`src/rtl/enc_pkg.sv`:
```
package enc_pkg;
  localparam int ENC_CH   = 3;
  localparam int ENC_CW   = 16;
  localparam int ENC_SELW = 2;

  typedef struct packed {
    logic                latch;
    logic                clr;
    logic                modeSet;
    logic [ENC_SELW-1:0] sel;
  } enc_strobe_t;

  // Returns {up, down} for one sampled step of a channel.
  function automatic logic [1:0] stepDir(input logic [2:0] mode,
                                         input logic a0, input logic b0,
                                         input logic a1, input logic b1);
    logic [7:0] tr;
    logic [7:0] upM;
    logic [7:0] dnM;
    logic [7:0] tmp;
    tr[0] = !a0 &  a1 & !b0 & !b1;  // t1
    tr[1] =  a0 &  a1 & !b0 &  b1;  // t2
    tr[2] =  a0 & !a1 &  b0 &  b1;  // t3
    tr[3] = !a0 & !a1 &  b0 & !b1;  // t4
    tr[4] = !a0 & !a1 & !b0 &  b1;  // t5
    tr[5] = !a0 &  a1 &  b0 &  b1;  // t6
    tr[6] =  a0 &  a1 &  b0 & !b1;  // t7
    tr[7] =  a0 & !a1 & !b0 & !b1;  // t8
    case (mode[1:0])
      2'd0:    begin upM = 8'b1010_0000; dnM = 8'b0000_0101; end
      2'd1:    begin upM = 8'b1111_0000; dnM = 8'b0000_1111; end
      2'd2:    begin upM = 8'b1000_0000; dnM = 8'b0000_0001; end
      default: begin upM = 8'b0000_0000; dnM = 8'b0000_0001; end
    endcase
    if (mode[2]) begin
      tmp = upM;
      upM = dnM;
      dnM = tmp;
    end
    return {|(tr & upM), |(tr & dnM)};
  endfunction
endpackage

```
`src/rtl/enc_ctrl.sv`:
```
module enc_ctrl
  import enc_pkg::*;
#(
  parameter int NCH = ENC_CH
) (
  input  logic        clk,
  input  logic        rstN,
  input  logic        softRst,
  input  logic        cmdValid,
  input  logic [7:0]  cmdByte,
  output enc_strobe_t strobe,
  output logic [2:0]  modeReg
);
  logic [1:0] opCode;
  logic       selOk;

  assign opCode = cmdByte[3:2];
  assign selOk  = (int'(cmdByte[1:0]) < NCH);

  always_comb begin
    strobe         = '0;
    strobe.sel     = cmdByte[ENC_SELW-1:0];
    strobe.latch   = cmdValid && (opCode == 2'b00) && selOk;
    strobe.clr     = cmdValid && (opCode == 2'b01) && selOk;
    strobe.modeSet = cmdValid && opCode[1];
  end

  always_ff @(posedge clk or negedge rstN) begin
    if (!rstN)              modeReg <= 3'd0;
    else if (softRst)       modeReg <= 3'd0;
    else if (strobe.modeSet) modeReg <= cmdByte[2:0];
  end
endmodule

```
`src/rtl/enc_datapath.sv`:
```
module enc_datapath
  import enc_pkg::*;
#(
  parameter int NCH = ENC_CH,
  parameter int CW  = ENC_CW
) (
  input  logic           clk,
  input  logic           rstN,
  input  logic           softRst,
  input  logic [NCH-1:0] phaseA,
  input  logic [NCH-1:0] phaseB,
  input  enc_strobe_t    strobe,
  input  logic [2:0]     modeReg,
  output logic [CW-1:0]  holdVal
);
  logic [NCH-1:0] aMeta, aSync, aPrev;
  logic [NCH-1:0] bMeta, bSync, bPrev;
  logic [NCH-1:0] stepUp, stepDn;
  logic [CW-1:0]  cntArr [NCH];

  always_ff @(posedge clk or negedge rstN) begin
    if (!rstN) begin
      aMeta <= '0; aSync <= '0; aPrev <= '0;
      bMeta <= '0; bSync <= '0; bPrev <= '0;
    end else if (softRst) begin
      aMeta <= '0; aSync <= '0; aPrev <= '0;
      bMeta <= '0; bSync <= '0; bPrev <= '0;
    end else begin
      aMeta <= phaseA; aSync <= aMeta; aPrev <= aSync;
      bMeta <= phaseB; bSync <= bMeta; bPrev <= bSync;
    end
  end

  for (genvar ch = 0; ch < NCH; ch++) begin : g_chan
    logic [1:0] dir;
    assign dir        = stepDir(modeReg, aPrev[ch], bPrev[ch], aSync[ch], bSync[ch]);
    assign stepUp[ch] = dir[1];
    assign stepDn[ch] = dir[0];

    always_ff @(posedge clk or negedge rstN) begin
      if (!rstN)
        cntArr[ch] <= '0;
      else if (softRst || (strobe.clr && (int'(strobe.sel) == ch)))
        cntArr[ch] <= '0;
      else if (stepUp[ch])
        cntArr[ch] <= cntArr[ch] + 1'b1;
      else if (stepDn[ch])
        cntArr[ch] <= cntArr[ch] - 1'b1;
    end
  end

  always_ff @(posedge clk or negedge rstN) begin
    if (!rstN)             holdVal <= '0;
    else if (softRst)      holdVal <= '0;
    else if (strobe.latch) holdVal <= cntArr[strobe.sel];
  end
endmodule

```
`src/rtl/quad_enc_counter.sv`:
```
module quad_enc_counter
  import enc_pkg::*;
(
  input  logic         clk,
  input  logic         rstN,
  input  logic         softRst,
  input  logic [2:0]   phaseA,
  input  logic [2:0]   phaseB,
  input  logic         cmdValid,
  input  logic [7:0]   cmdByte,
  input  logic         byteSel,
  output logic [7:0]   rdByte
);
  enc_strobe_t         ctrlS;
  logic [2:0]          modeReg;
  logic [ENC_CW-1:0]   holdVal;

  enc_ctrl #(.NCH(ENC_CH)) ctrl_i (
    .clk(clk), .rstN(rstN), .softRst(softRst),
    .cmdValid(cmdValid), .cmdByte(cmdByte),
    .strobe(ctrlS), .modeReg(modeReg)
  );

  enc_datapath #(.NCH(ENC_CH), .CW(ENC_CW)) dp_i (
    .clk(clk), .rstN(rstN), .softRst(softRst),
    .phaseA(phaseA), .phaseB(phaseB),
    .strobe(ctrlS), .modeReg(modeReg),
    .holdVal(holdVal)
  );

  assign rdByte = byteSel ? holdVal[15:8] : holdVal[7:0];
endmodule

```
`config.mk`:
```
export PLATFORM = sky130hd
export DESIGN_NAME = quad_enc_counter
export DESIGN_NICKNAME = d
export VERILOG_FILES = /design/src/rtl/enc_pkg.sv /design/src/rtl/enc_ctrl.sv /design/src/rtl/enc_datapath.sv /design/src/rtl/quad_enc_counter.sv
export SDC_FILE = /design/constraint.sdc
export NUM_CORES = 1
export LEC_CHECK = 0
export ABC_AREA = 1
export BUFFER_PORTS_ARGS = -buffer_cell sky130_fd_sc_hd__clkbuf_2
export CAP_MARGIN = 10
export CORE_MARGIN = 2
export CORE_UTILIZATION = 50
export DETAILED_ROUTE_END_ITERATION = 7
export GPL_ROUTABILITY_DRIVEN = 1
export GPL_TIMING_DRIVEN = 0
export PLACE_DENSITY = 0.76
export SLEW_MARGIN = 20
export SYNTH_ARGS = -nofsm -noshare
export SYNTH_HDL_FRONTEND = slang
export SYNTH_SLANG_ARGS = --single-unit
```
`constraint.sdc`:
```
create_clock -name clk -period 6.1 [get_ports clk]
set_clock_uncertainty 0.1 [all_clocks]
set_input_delay 0.61 -clock clk [delete_from_list [all_inputs] [get_ports clk]]
set_output_delay 0.61 -clock clk [all_outputs]
set_load 0.01 [all_outputs]
```
; After elaboration in Yosys (flattened, before gate mapping)
; Index checks and enable logic that the tools add are counted.
[totals]
register_bits = 85
in_bits = 19
output_inout_bits = 8
wordCells = 155
[op_classes]
add_sub_neg = 6
magnitude_cmp = 2
n_eq_ne = 5
n_mux = 27
bitwise_logic = 67
reduce_logical = 37
[ops]
columns = op, count
row1 = two-way mux 16 bit, 13
row2 = AND 1 bit, 60
row3 = "adder 16 x 1 -> 16 bit, second input constant", 3
row4 = AND 8 bit, 6
row5 = OR reduction 8 bit, 6
row6 = "subtractor 16 x 1 -> 16 bit, second input constant", 3
row7 = binary-select mux 16 bit (select 2 bit), 1
row8 = two-way mux 3 bit, 8
row9 = two-way mux 8 bit, 3
row10 = case mux 8 bit (3 select lines), 1
row11 = logical NOT 1 bit, 12
row12 = nonzero test 3 bit, 3
row13 = logical AND 1 bit, 8
row14 = case mux 4 bit (2 select lines), 1
row15 = "== test 2 bit, second input constant", 3
row16 = logical NOT 2 bit, 3
row17 = "== test 2 x 1 -> 1 bit, second input constant", 2
row18 = nonzero test 2 bit, 2
row19 = "greater-or-equal comparator 3 bit, second input constant", 1
row20 = logical OR 1 bit, 3
row21 = inverter 2 -> 3 bit, 1
row22 = "< comparator 2 bit, second input constant", 1

; Logic depth before layout (Yosys ltp)
[depth]
ltp_word = 9
depth_mapped = 20
depth_no_buf = 19

; Hierarchy
; From an unflattened synthesis, not the netlist that was laid out.
[unflattened]
hier_cells = 1018
area_unflattened_um2 = 6892.9
[by_module_without_submodules]
columns = mod, n_inst, cells_each, area_each_um2, seq_area_each_um2
row1 = enc_datapath, 1, 963, 6597.6, 2052.0
row2 = enc_ctrl, 1, 29, 190.2, 75.1
row3 = quad_enc_counter, 1, 26, 105.1, 0.0

; Least setup slack after synthesis
; No wires, ideal clock.
[synth_path]
path_kind = reg2reg
from = register ctrl_i.modeReg[2]
to = register dp_i.cntArr[11] (netlist name)
setup_ns = 0.117
arrival_ns = 2.656
required_time_ns = 5.883
setup_slack_ns = 3.226
stages_incl_launch_ff = 19
path_buffers = 1
path_cell_list = dfrtp_1 > nor2_2 > nand2_2 > inv_2 > buf_6 > nand2_1 > nand2_1 > nor2_2 > nand2_4 > inv_1 > ha_1 > or2_2 > nand3_1 > nand2_1 > nand3_1 > nand2_1 > or2_2 > nand3_1 > nand2_1
[synth_between]
elab_chain_len = 5
elab_cells_between_ends = 9
classes_between = mux (4) / bitwise (2) / reduce/logical (3)
[synth_rtl]
columns = element, line_no
row1 = "start, declared", enc_ctrl.sv:12  ; output logic [2:0] modeReg
row2 = "start signal, assigned", enc_ctrl.sv:31  ; else if (strobe.modeSet) modeReg <= cmdByte[2:0];
row3 = two-way mux 8 bit, enc_pkg.sv:35  ; if (mode[2]) begin
row4 = AND 8 bit, enc_pkg.sv:40  ; return {|(tr & upM), |(tr & dnM)};
row5 = OR reduction 8 bit, enc_pkg.sv:40
row6 = two-way mux 16 bit, enc_datapath.sv:45  ; else if (stepUp[ch])
row7 = two-way mux 16 bit, enc_datapath.sv:43  ; else if (softRst || (strobe.clr && (int'(strobe.sel) == ch)))
row8 = "end signal, assigned by index", enc_datapath.sv:46  ; cntArr[ch] <= cntArr[ch] + 1'b1;
row9 = "end signal, assigned by index", enc_datapath.sv:48  ; cntArr[ch] <= cntArr[ch] - 1'b1;
row10 = "end, declared", enc_datapath.sv:19  ; logic [CW-1:0] cntArr [NCH];
; Parallel ways exist; a longest one is shown, timed or not.
; A chain may end at the register's enable or synchronous reset.

; Worst setup path after layout
[layout_path]
from = register ctrl_i.modeReg[2]
to = register dp_i.cntArr[14] (netlist name)
; The elaborated chain is that of the path after synthesis.

==> metrics.md <==
| Metric | Value |
|---|---|
| # nets final | `1086` |
| Ys async rst share | `100%` |
| Placed Area | `7180 um2` |
| Sw Ratio | `45.8%` |
| Fin Setup TNS | `0 ns` |
| Sequential area share after synthesis | `31.1%` |
| IO buf count | `22` |
| CP endpoint kind | `flop` |
| Pleak | `3.90 nW` |
| Post-CTS Resized | `0` |
| Vias in the first global route | `6001` |
| Fin crit period | `3.57 ns` |
| Starting Density | `51.4%` |
| DRT Pass-1 Iters | `5` |
| Fin. Hold Viols | `0` |
| Post-detail-place hpwl | `13300 um` |
| Global-route wire length before repair | `29100 um` |
| CP dominant cell by count | `nand2_1` |
| Comb power frac | `56.3%` |
| TritonCTS Buffers | `9` |
| Switching pwr | `0.00148 W` |
| Most common cell after layout, fill and taps aside | `nand2_1` |
| IO Count | `27` |
| Worst-margin pin slew | `0.765 ns` |
| FMAX | `280 MHz` |
| Final Core Density | `56.4%` |
| Synth Register Bits | `85` |
| CTS root buf | `clkbuf_16` |
| Run status | `complete, no violations` |
| Largest net degree at the start of global routing | `86` |
| Dpl ws | `2.62 ns` |
| Die H | `121 um` |
| Die area | `14600 um2` |
| Mapped Cells | `989` |
| Cell Int Power | `0.00176 W` |
| Gpl congestion | `0.959` |
| Max-cap violations | `0` |
| Netlist Area Pre-Place | `6840 um2` |
| Filler cell count | `1242` |
| Clock transition at the registers of the reported paths | `0.06 ns` |
| DRC | `0` |
| Setup bufs post-CTS | `0` |
| Initial antenna violation count | `0` |
| Detailed Route WL | `17300 um` |
| Biggest register | `dp_i.cntArr` |
| Rows | `42` |
| Tot GR Track Use | `25.2%` |
| Clock group share of total power | `18.9%` |
| Gr ovfl total | `0` |
| Core area | `13300 um2` |
| DRT antenna net count | `0` |
| CP cell instances | `nor2_2 > nand2_2 > inv_2 > buf_6 > nand2_1 > nand2_1 > nor2_2 > nand2_4 > inv_1 > ha_1 > nand2_1 > o21ai_0 > nand2_1 > nand2_1 > nand3_1 > nand2_1 > nand2_1 > nand3_1 > nand2_1` |
| CTS Hold Bufs | `0` |
| Pwr dens | `432 nW/um2` |
| Final setup viols | `0` |
| Max reg flops | `48` |
| Initial drt markers | `447` |
| Syn_nets | `1053` |
| Non-Filler Instances | `1203` |
| Via-to-Cell Ratio | `5.34` |
| Placed cell count | `1187` |
| Crit path DAT | `3.71 ns` |
| Cell taking the most area after synthesis | `dfrtp_1` |
| Biggest regs | `dp_i.cntArr x48, dp_i.holdVal x16` |
| Dominant cells by area after synthesis | `dfrtp_1, nand2_1, ha_1` |
| CP Launch Type | `flop` |
| # diodes | `0` |
| YS warnings | `0` |
| Crit path largest cell delay | `0.49 ns` |
| Crit-path max FO | `14` |
| Rel. slew slack | `48.7%` |
| Fin. max-slew vios | `0` |
| DR vias | `6427` |
| Reg power frac | `24.8%` |
| Ys flop type | `dfrtp_1` |
| Post-synth EDFFs | `0` |
| Crit Path Category | `flop to flop` |
| Final Cell Area | `7500 um2` |
| Required time of the critical path | `6.24 ns` |
| Slowest cell on the critical path | `ha_1` |
| Syn-to-layout area delta | `9.72%` |
| Final worst path period share | `58.5%` |
| H-tree levels | `3` |
| VDD IR max | `250 uV` |
| Share of cells above drive strength 1 | `12.0%` |
| Wire per inst | `14.4 um` |
| Avg Cell Area, Syn | `6.91 um2` |
| Synth cell types | `40` |
| TritonCTS clock tree | `built` |
| Later-pin clock latency in the skew report | `0.35 ns` |
| Total clock sinks | `85` |
| Post-synth top area share | `31.1%` |
| CTS Buffer Depth | `2` |
| Final WS setup | `2.53 ns` |
| Leading cell types in the layout, fill and taps excluded | `nand2_1, nor2_1, inv_1` |
| Worst Hold Class | `primary input to async pin` |
| Die Wd | `121 um` |
| RSZ-0062 raised after global routing | `false` |
-- Yosys cell counts, types with 10 or more instances --
cell type and n:
o22ai_1 10, nor2_1 107, nand2_1 290, a21oi_1 60
ha_1 42, o21ai_0 53, nand3_1 70, dfrtp_1 85
xnor2_1 18, o21ai_2 20, inv_1 99, or2_2 10
nand2_2 21, a22o_1 12
-- cell families (layout without fill, tap and decap cells) --
group	count (synthesis)	in the layout	share of synthesized area, %
adder cells (fa/ha/maj)	45	45	8.56
AND/OR/NAND/NOR	531	531	33.6
AO/OA/AOI/OAI	178	178	15.6
buffers and inverters	126	164	8.01
flip-flops	85	85	31.1
XOR/XNOR	24	24	3.07
-- critical path, delay by kind of cell (launching register included) --
kind	cells	cell delay (ns)
compound gates	1	0.49
fa+ha+maj	1	0.49
buf+inv	3	0.54
flops	1	0.42
simple gates	14	1.42
-- through the flow --
stage	total power, W	hold WS [ns]
floorplan	0.00223	0.214
global placement	0.00257	0.338
detailed placement	0.00260	0.349
CTS	0.00323	0.240
global route	0.00355	0.263
finish	0.00324	0.198
-- power groups by stage --
stage	clock network (W)	logic (W)	registers, W
2_1_floorplan	0	0.00147	0.000759
3_5_place_dp	0	0.00179	0.000810
5_1_grt	0.000641	0.00209	0.000818
4_1_cts	0.000614	0.00181	0.000801
3_3_place_gp	0	0.00176	0.000808
6_report	0.000611	0.00182	0.000804
-- cell type report --
cell class / instances / area, um2 / share of cell area, %
plain buffers: 18 / 135 / 1.80
clock buffers: 10 / 239 / 3.19
repair buffers: 22 / 119 / 1.58
multi-input cells: 778 / 4160 / 55.5
clock inverters: 6 / 86.3 / 1.15
inverters: 108 / 413 / 5.50
well taps: 176 / 220 / 2.94
flip-flops and latches: 85 / 2130 / 28.4
-- worst paths after layout --
| check | start | to | slack, ns | cells after the start |
|---|---|---|---|---|
| max | ctrl_i.modeReg[2] | dp_i.cntArr[14] | 2.53 | 19 |
| max in group asynchronous | rstN | dp_i.cntArr[34] | 5.19 | 1 |
| max reg2reg | ctrl_i.modeReg[2] | dp_i.cntArr[14] | 2.53 | 19 |
| min reg2reg | dp_i.bMeta[0] | dp_i.bSync[0] | 0.36 | 2 |
| min in group clk | phaseB[0] | dp_i.bMeta[0] | 0.34 | 3 |
| min | rstN | dp_i.cntArr[29] | 0.20 | 1 |
-- routing by layer --
metal	vias up	global-route usage, %	wire, um
li1	3294	-	-
met1	2931	35.2	8200
met2	159	39.7	7870
met3	43	3.15	763
met4	0	10.2	509
met5	-	0	0
Note: power is estimated with default switching activity, not from simulation.
